===== config.mk =====
export PLATFORM = sky130hd
export DESIGN_NAME = vga_scanout
export DESIGN_NICKNAME = d
export VERILOG_FILES = /design/src/rtl/vga_scan_pkg.sv /design/src/rtl/vga_scan_ctrl.sv /design/src/rtl/vga_scan_dp.sv /design/src/rtl/vga_scanout.sv
export SDC_FILE = /design/constraint.sdc
export NUM_CORES = 1
export LEC_CHECK = 0
export BUFFER_PORTS_ARGS = -buffer_cell sky130_fd_sc_hd__buf_2
export CORE_ASPECT_RATIO = 0.7
export CORE_MARGIN = 2
export CORE_UTILIZATION = 45
export CTS_BUF_LIST = sky130_fd_sc_hd__clkbuf_4 sky130_fd_sc_hd__clkbuf_8
export DETAILED_ROUTE_END_ITERATION = 8
export PLACE_DENSITY = 0.65
export SYNTH_ARGS = -nofsm -noshare
export SYNTH_HDL_FRONTEND = slang
export SYNTH_SLANG_ARGS = --single-unit
export TNS_END_PERCENT = 20

===== constraint.sdc =====
create_clock -name clk -period 2.9 [get_ports clk]
set_clock_uncertainty 0.2 [all_clocks]
set_input_delay 0.58 -clock clk [delete_from_list [all_inputs] [get_ports clk]]
set_output_delay 0.58 -clock clk [all_outputs]
set_load 0.05 [all_outputs]

===== src/rtl/vga_scan_pkg.sv =====
package vga_scan_pkg;

  typedef enum logic [1:0] {
    PH_BACK  = 2'd0,
    PH_VIS   = 2'd1,
    PH_FRONT = 2'd2,
    PH_SYNC  = 2'd3
  } vPhase_e;

  // Strobes from the timing control to the address/pixel datapath
  typedef struct packed {
    logic lineEnd;
    logic rowReload;
    logic rowAdvance;
    logic fetch;
  } scanStrobes_t;

  function automatic vPhase_e succPhase(vPhase_e p);
    case (p)
      PH_BACK:  return PH_VIS;
      PH_VIS:   return PH_FRONT;
      PH_FRONT: return PH_SYNC;
      default:  return PH_BACK;
    endcase
  endfunction

endpackage


===== src/rtl/vga_scan_ctrl.sv =====
module vga_scan_ctrl
  import vga_scan_pkg::*;
#(
  parameter int H_TOTAL       = 200,
  parameter int PIX_PER_LINE  = 160,
  parameter int HSYNC_START   = 168,
  parameter int HSYNC_END     = 184,
  parameter int VISIBLE_START = 2,
  parameter int VFP_START     = 12,
  parameter int VSYNC_START   = 14,
  parameter int VSYNC_END     = 16,
  parameter int HW            = $clog2(H_TOTAL)
) (
  input  logic              clk,
  input  logic              rstN,
  output scanStrobes_t      strobes,
  output logic [HW-1:0]     colIdx,
  output logic              hsyncN,
  output logic              vsyncN,
  output logic              frameStart
);

  localparam int VW = $clog2(VSYNC_END + 1);
  localparam logic [HW-1:0] H_LAST  = HW'(H_TOTAL - 1);
  localparam logic [HW-1:0] HS_C    = HW'(HSYNC_START);
  localparam logic [HW-1:0] HE_C    = HW'(HSYNC_END);
  localparam logic [HW-1:0] PIX_C   = HW'(PIX_PER_LINE);
  localparam logic [VW-1:0] VIS_C   = VW'(VISIBLE_START);
  localparam logic [VW-1:0] VFP_C   = VW'(VFP_START);
  localparam logic [VW-1:0] VSS_C   = VW'(VSYNC_START);
  localparam logic [VW-1:0] VSE_C   = VW'(VSYNC_END);

  logic [HW-1:0] hCnt;
  logic [VW-1:0] lineCnt, nxtLine, lineNext;
  vPhase_e       phase, phaseNext;
  logic          lineEnd, reload, advance, wrapFrame;

  assign lineEnd = (hCnt == H_LAST);
  assign nxtLine = lineCnt + VW'(1);

  // Phase decision, evaluated against the count of the line about to start
  always_comb begin
    phaseNext = phase;
    lineNext  = nxtLine;
    reload    = 1'b0;
    advance   = 1'b0;
    wrapFrame = 1'b0;
    case (phase)
      PH_BACK: if (nxtLine >= VIS_C) begin
        phaseNext = PH_VIS;
        reload    = 1'b1;
      end
      PH_VIS: begin
        if (nxtLine >= VFP_C) phaseNext = PH_FRONT;
        else if (!nxtLine[0]) advance = 1'b1;
      end
      PH_FRONT: if (nxtLine >= VSS_C) phaseNext = PH_SYNC;
      default: if (nxtLine >= VSE_C) begin
        phaseNext = PH_BACK;
        lineNext  = '0;
        wrapFrame = 1'b1;
      end
    endcase
  end

  always_ff @(posedge clk or negedge rstN) begin
    if (!rstN) begin
      hCnt       <= '0;
      lineCnt    <= '0;
      phase      <= PH_BACK;
      hsyncN     <= 1'b1;
      vsyncN     <= 1'b1;
      frameStart <= 1'b0;
    end else begin
      hsyncN     <= !((hCnt >= HS_C) && (hCnt < HE_C));
      frameStart <= 1'b0;
      if (lineEnd) begin
        hCnt       <= '0;
        lineCnt    <= lineNext;
        phase      <= phaseNext;
        vsyncN     <= (phase != PH_SYNC);
        frameStart <= wrapFrame;
      end else begin
        hCnt <= hCnt + HW'(1);
      end
    end
  end

  assign strobes.lineEnd    = lineEnd;
  assign strobes.rowReload  = lineEnd & reload;
  assign strobes.rowAdvance = lineEnd & advance;
  assign strobes.fetch      = (phase == PH_VIS) && (hCnt < PIX_C);
  assign colIdx             = hCnt;

  assert_hsync_start_R1: assert property (@(posedge clk) disable iff (!rstN)
    $fell(hsyncN) |-> (hCnt == HS_C + HW'(1)));

  assert_phase_order_R2: assert property (@(posedge clk) disable iff (!rstN)
    !$stable(phase) |-> (phase == succPhase($past(phase))));

  assert_vsync_line_edge_R7: assert property (@(posedge clk) disable iff (!rstN)
    !$stable(vsyncN) |-> (hCnt == '0));

  assert_frame_start_pos_R8: assert property (@(posedge clk) disable iff (!rstN)
    frameStart |-> (hCnt == '0 && phase == PH_BACK && lineCnt == '0));

endmodule


===== src/rtl/vga_scan_dp.sv =====
module vga_scan_dp
  import vga_scan_pkg::*;
#(
  parameter int          PIX_PER_LINE = 160,
  parameter int          ADDR_W       = 16,
  parameter int          BASE_ADDR    = 100,
  parameter int          SCREEN_SIZE  = 640,
  parameter logic [7:0]  BLANK_BYTE   = 8'h00,
  parameter int          HW           = 8
) (
  input  logic              clk,
  input  logic              rstN,
  input  scanStrobes_t      strobes,
  input  logic [HW-1:0]     colIdx,
  output logic              memRdEn,
  output logic [ADDR_W-1:0] memRdAddr,
  input  logic [7:0]        memRdData,
  output logic [7:0]        pixOut
);

  localparam logic [ADDR_W-1:0] BASE_C  = ADDR_W'(BASE_ADDR);
  localparam logic [ADDR_W:0]   LIMIT_C = (ADDR_W+1)'(BASE_ADDR + SCREEN_SIZE);
  localparam logic [ADDR_W:0]   STEP_C  = (ADDR_W+1)'(PIX_PER_LINE);

  logic [ADDR_W-1:0] rowAddr;
  logic [ADDR_W:0]   rowSum;
  logic              rdValid;

  assign rowSum = {1'b0, rowAddr} + STEP_C;

  always_ff @(posedge clk or negedge rstN) begin
    if (!rstN) begin
      rowAddr   <= BASE_C;
      memRdEn   <= 1'b0;
      memRdAddr <= '0;
      rdValid   <= 1'b0;
      pixOut    <= BLANK_BYTE;
    end else begin
      if (strobes.rowReload)
        rowAddr <= BASE_C;
      else if (strobes.rowAdvance)
        rowAddr <= (rowSum >= LIMIT_C) ? BASE_C : rowSum[ADDR_W-1:0];
      memRdEn   <= strobes.fetch;
      memRdAddr <= rowAddr + ADDR_W'(colIdx);
      rdValid   <= memRdEn;
      pixOut    <= rdValid ? memRdData : BLANK_BYTE;
    end
  end

  assert_row_in_range_R5: assert property (@(posedge clk) disable iff (!rstN)
    ({1'b0, rowAddr} < LIMIT_C) && (rowAddr >= BASE_C));

  assert_fetch_from_row_R4: assert property (@(posedge clk) disable iff (!rstN)
    memRdEn |-> ({1'b0, memRdAddr} < LIMIT_C + STEP_C));

endmodule


===== src/rtl/vga_scanout.sv =====
module vga_scanout
  import vga_scan_pkg::*;
#(
  parameter int         H_TOTAL       = 200,
  parameter int         PIX_PER_LINE  = 160,
  parameter int         HSYNC_START   = 168,
  parameter int         HSYNC_END     = 184,
  parameter int         VISIBLE_START = 2,
  parameter int         VFP_START     = 12,
  parameter int         VSYNC_START   = 14,
  parameter int         VSYNC_END     = 16,
  parameter int         ADDR_W        = 16,
  parameter int         BASE_ADDR     = 100,
  parameter int         SCREEN_SIZE   = 640,
  parameter logic [7:0] BLANK_BYTE    = 8'h00
) (
  input  logic              clk,
  input  logic              rstN,
  output logic              memRdEn,
  output logic [ADDR_W-1:0] memRdAddr,
  input  logic [7:0]        memRdData,
  output logic [7:0]        pixOut,
  output logic              hsyncN,
  output logic              vsyncN,
  output logic              frameStart
);

  localparam int HW = $clog2(H_TOTAL);

  scanStrobes_t  strobes;
  logic [HW-1:0] colIdx;

  vga_scan_ctrl #(
    .H_TOTAL(H_TOTAL), .PIX_PER_LINE(PIX_PER_LINE),
    .HSYNC_START(HSYNC_START), .HSYNC_END(HSYNC_END),
    .VISIBLE_START(VISIBLE_START), .VFP_START(VFP_START),
    .VSYNC_START(VSYNC_START), .VSYNC_END(VSYNC_END), .HW(HW)
  ) uCtrl (
    .clk(clk), .rstN(rstN), .strobes(strobes), .colIdx(colIdx),
    .hsyncN(hsyncN), .vsyncN(vsyncN), .frameStart(frameStart)
  );

  vga_scan_dp #(
    .PIX_PER_LINE(PIX_PER_LINE), .ADDR_W(ADDR_W), .BASE_ADDR(BASE_ADDR),
    .SCREEN_SIZE(SCREEN_SIZE), .BLANK_BYTE(BLANK_BYTE), .HW(HW)
  ) uDp (
    .clk(clk), .rstN(rstN), .strobes(strobes), .colIdx(colIdx),
    .memRdEn(memRdEn), .memRdAddr(memRdAddr), .memRdData(memRdData),
    .pixOut(pixOut)
  );

endmodule


==> flow_summary.toml <==
[logic_synthesis]
syn_inst = 248
ys_seq_elements = 56
netlist.area_leader.share = 0.473
yosysSeqAreaShare = 0.522
ys_types = 54
synthTopCellsByArea = "dfrtp_1 47%, ha_1 5.6%, dfstp_2 4.9%, xnor2_1 3.6%, and2_1 3.5%"
synth-edff-count = 0
synth_top_area_cell = "dfrtp_1"
syn_nets = 270
async_reset_ff_frac = 1.00
syn_area_per_cell_um2 = 10.9
synthesis.area_um2 = 2700
yosys_warnings = 0
synthFlopType = "dfrtp_1"

[layout]
drive_above_1_share = 0.228
multi_input_area_um2 = 1200
nNetsFinal = 310
areaGrowthSynthToFinish_pct = 13.4
instances_no_fill = 364
num_antenna_cells = 0
final_area_um2 = 3060
fill_cells = 504
fin_util = 0.532
ff_latch_area_um2 = 1410

[sta]
period_minus_slack_ps = 2660
drv_slew = 0
rsz0062_at_grt = "false"
fmax_mhz = 376
worst_pin_slew_ps = 546
max_slew_margin = 0.633
setup_viol = 0
fin_crit_sh = 0.918
fin_setup_tns_ps = 0
holdWs_ps = 20.5
hold_viol = 0

[die]
coreArea_um2 = 5760
io_pins = 38
initial_core_util = 0.469
dieArea_um2 = 6640
num_rows = 23
die-width_um = 96.6
dieHeight_um = 68.8

[cts]
clock_latency_ps = 310
post-cts-setup-buffers = 0
htreeDepth = 2
ctsHoldBuffers = 0
clkSinkCount = 56
cts_buffers = 5
cts_resized = 0
cts_tree = "done"
root_buffer = "clkbuf_8"
clockBufferDepth = 2
cts.reportedPaths.clkPinSlew_ps = 110

[detailed_routing]
drt_pass1_iterations = 4
viasPerCell = 5.28
vias = 1921
wl_per_cell_um = 14.2
drt_iter0_drc = 161
wirelength_um = 5150
drc = 0
ant_nets = 0

[grt]
grt_max_degree = 36
antenna_found_initial = 0
gr-usage-all-layers = 0.171
grt_pass1_vias = 1696
gr-total-overflow = 0
grt_pass1_wl_um = 8590

[place]
io_buffers = 37
place_inst = 356
placedInstanceArea_um2 = 2970
place_congestion = 0.891
dp_hpwl_um = 3790

[flow_run]
cap_violations = 0

[worst_setup_path]
critical-path-top-delay-family = "compound AO/OA/AOI/OAI gates"
path_buf_inv = 0
slowest_stage = "dfrtp_1"
slowest_delay_ps = 460
path_max_fanout = 8
crit_path_end_kind = "register"
path_cells = "ha_1 > nand2b_1 > a21bo_1 > a2111oi_4 > and3_1 > nor2_2 > a21oi_1 > o22ai_1"
worstPathRequired_ps = 2900
path_class = "reg -> reg"
critPathLaunchType = "register"
crit_arrival_ps = 2660

[outcome]
status = "complete, no violations"

[worst_hold_path]
hold_path_class = "in -> async"

[pwr]
powerDensity_nw_per_um2 = 407
leakagePower_nw = 1.49
peakVddDrop_mv = 0.172
## flip-flops by register name (all words and copies together) (netlist names)
register / flops
uDp.memRdAddr: 16
uDp.rowAddr: 12
uCtrl.colIdx: 8
uDp.pixOut: 8
uCtrl.lineCnt: 5
uCtrl.phase: 2
uCtrl.frameStart: 1
uCtrl.hsyncN: 1
uCtrl.vsyncN: 1
uDp.memRdEn: 1
uDp.rdValid: 1
## final timing paths
kind	cells after the start	startpoint	slack, ps	end
worst max-delay path	8	uCtrl.lineCnt[0]	240	uDp.rowAddr[9]
worst min-delay path	1	rstN	20	uDp.pixOut[6]
worst max register to register	8	uCtrl.lineCnt[0]	240	uDp.rowAddr[9]
worst min register to register	0	uDp.memRdEn	180	uDp.rdValid
max in group asynchronous	2	rstN	1850	uDp.rowAddr[5]
min in group clk	0	uDp.memRdEn	180	uDp.rdValid
## where the power goes
part / total [W] / switching [W] / internal (W)
sequential: 0.000781 / 0 / 0.000781
combinational: 0.0000232 / 0.0000163 / 0.00000688
clock: 0.000443 / 0.000266 / 0.000177
## final cells by class
class,instances,share of cell area
sequential,56,0.460
inverter,11,0.0135
tap,75,0.0306
multi-input combinational,174,0.393
clock buffer,5,0.0225
clock inverter,3,0.00858
timing repair buffer,40,0.0719
## per-stage QoR
stage               worst slack, ps  total power (W)
finish                          239          0.00125
global route                   94.2          0.00131
CTS                             264          0.00127
detailed placement              292         0.000821
global placement                339         0.000820
floorplan                       636         0.000796
## cell families after synthesis
kind of cell / count (synthesis) / synth area share
compound gates: 46 / 0.125
xor+xnor: 20 / 0.0677
fa+ha+maj: 12 / 0.0556
buf+inv: 18 / 0.0324
flops: 56 / 0.522
mux: 2 / 0.00927
simple gates: 94 / 0.189
## layer usage
layer	track usage	routed length [µm]
met1	0.279	2780
met2	0.220	1890
met3	0.0413	437
met4	0.0423	47
met5	0	0
## synth_stat cells, types with 4 or more instances
library cell,number
a21oi_1,10
and2_1,15
dfrtp_1,51
dfstp_2,5
ha_1,12
inv_1,11
nand2_1,17
nand3_1,13
nand4_1,4
nor2_1,19
nor2b_1,4
nor3_1,6
o21ai_0,10
o22ai_1,4
xnor2_1,11
xor2_1,8
## layout by cell type (no fill, tap or decap), types with 2 or more instances in the layout
master,count
a21oi_1,10
xnor2_1,11
and4_1,2
o21ai_0,10
o22ai_1,4
dfrtp_1,51
ha_1,12
o211a_1,2
nand4_1,4
nor2b_1,4
nor2_1,19
clkinv_4,2
dfstp_2,5
buf_4,2
o21a_1,3
nand2_1,17
xor2_1,8
clkbuf_8,5
nor3_1,6
o31ai_1,2
nand3_1,13
and2_1,15
nand2b_1,2
inv_1,11
buf_2,37
and3_1,2
(Power assumes the default switching activity.)
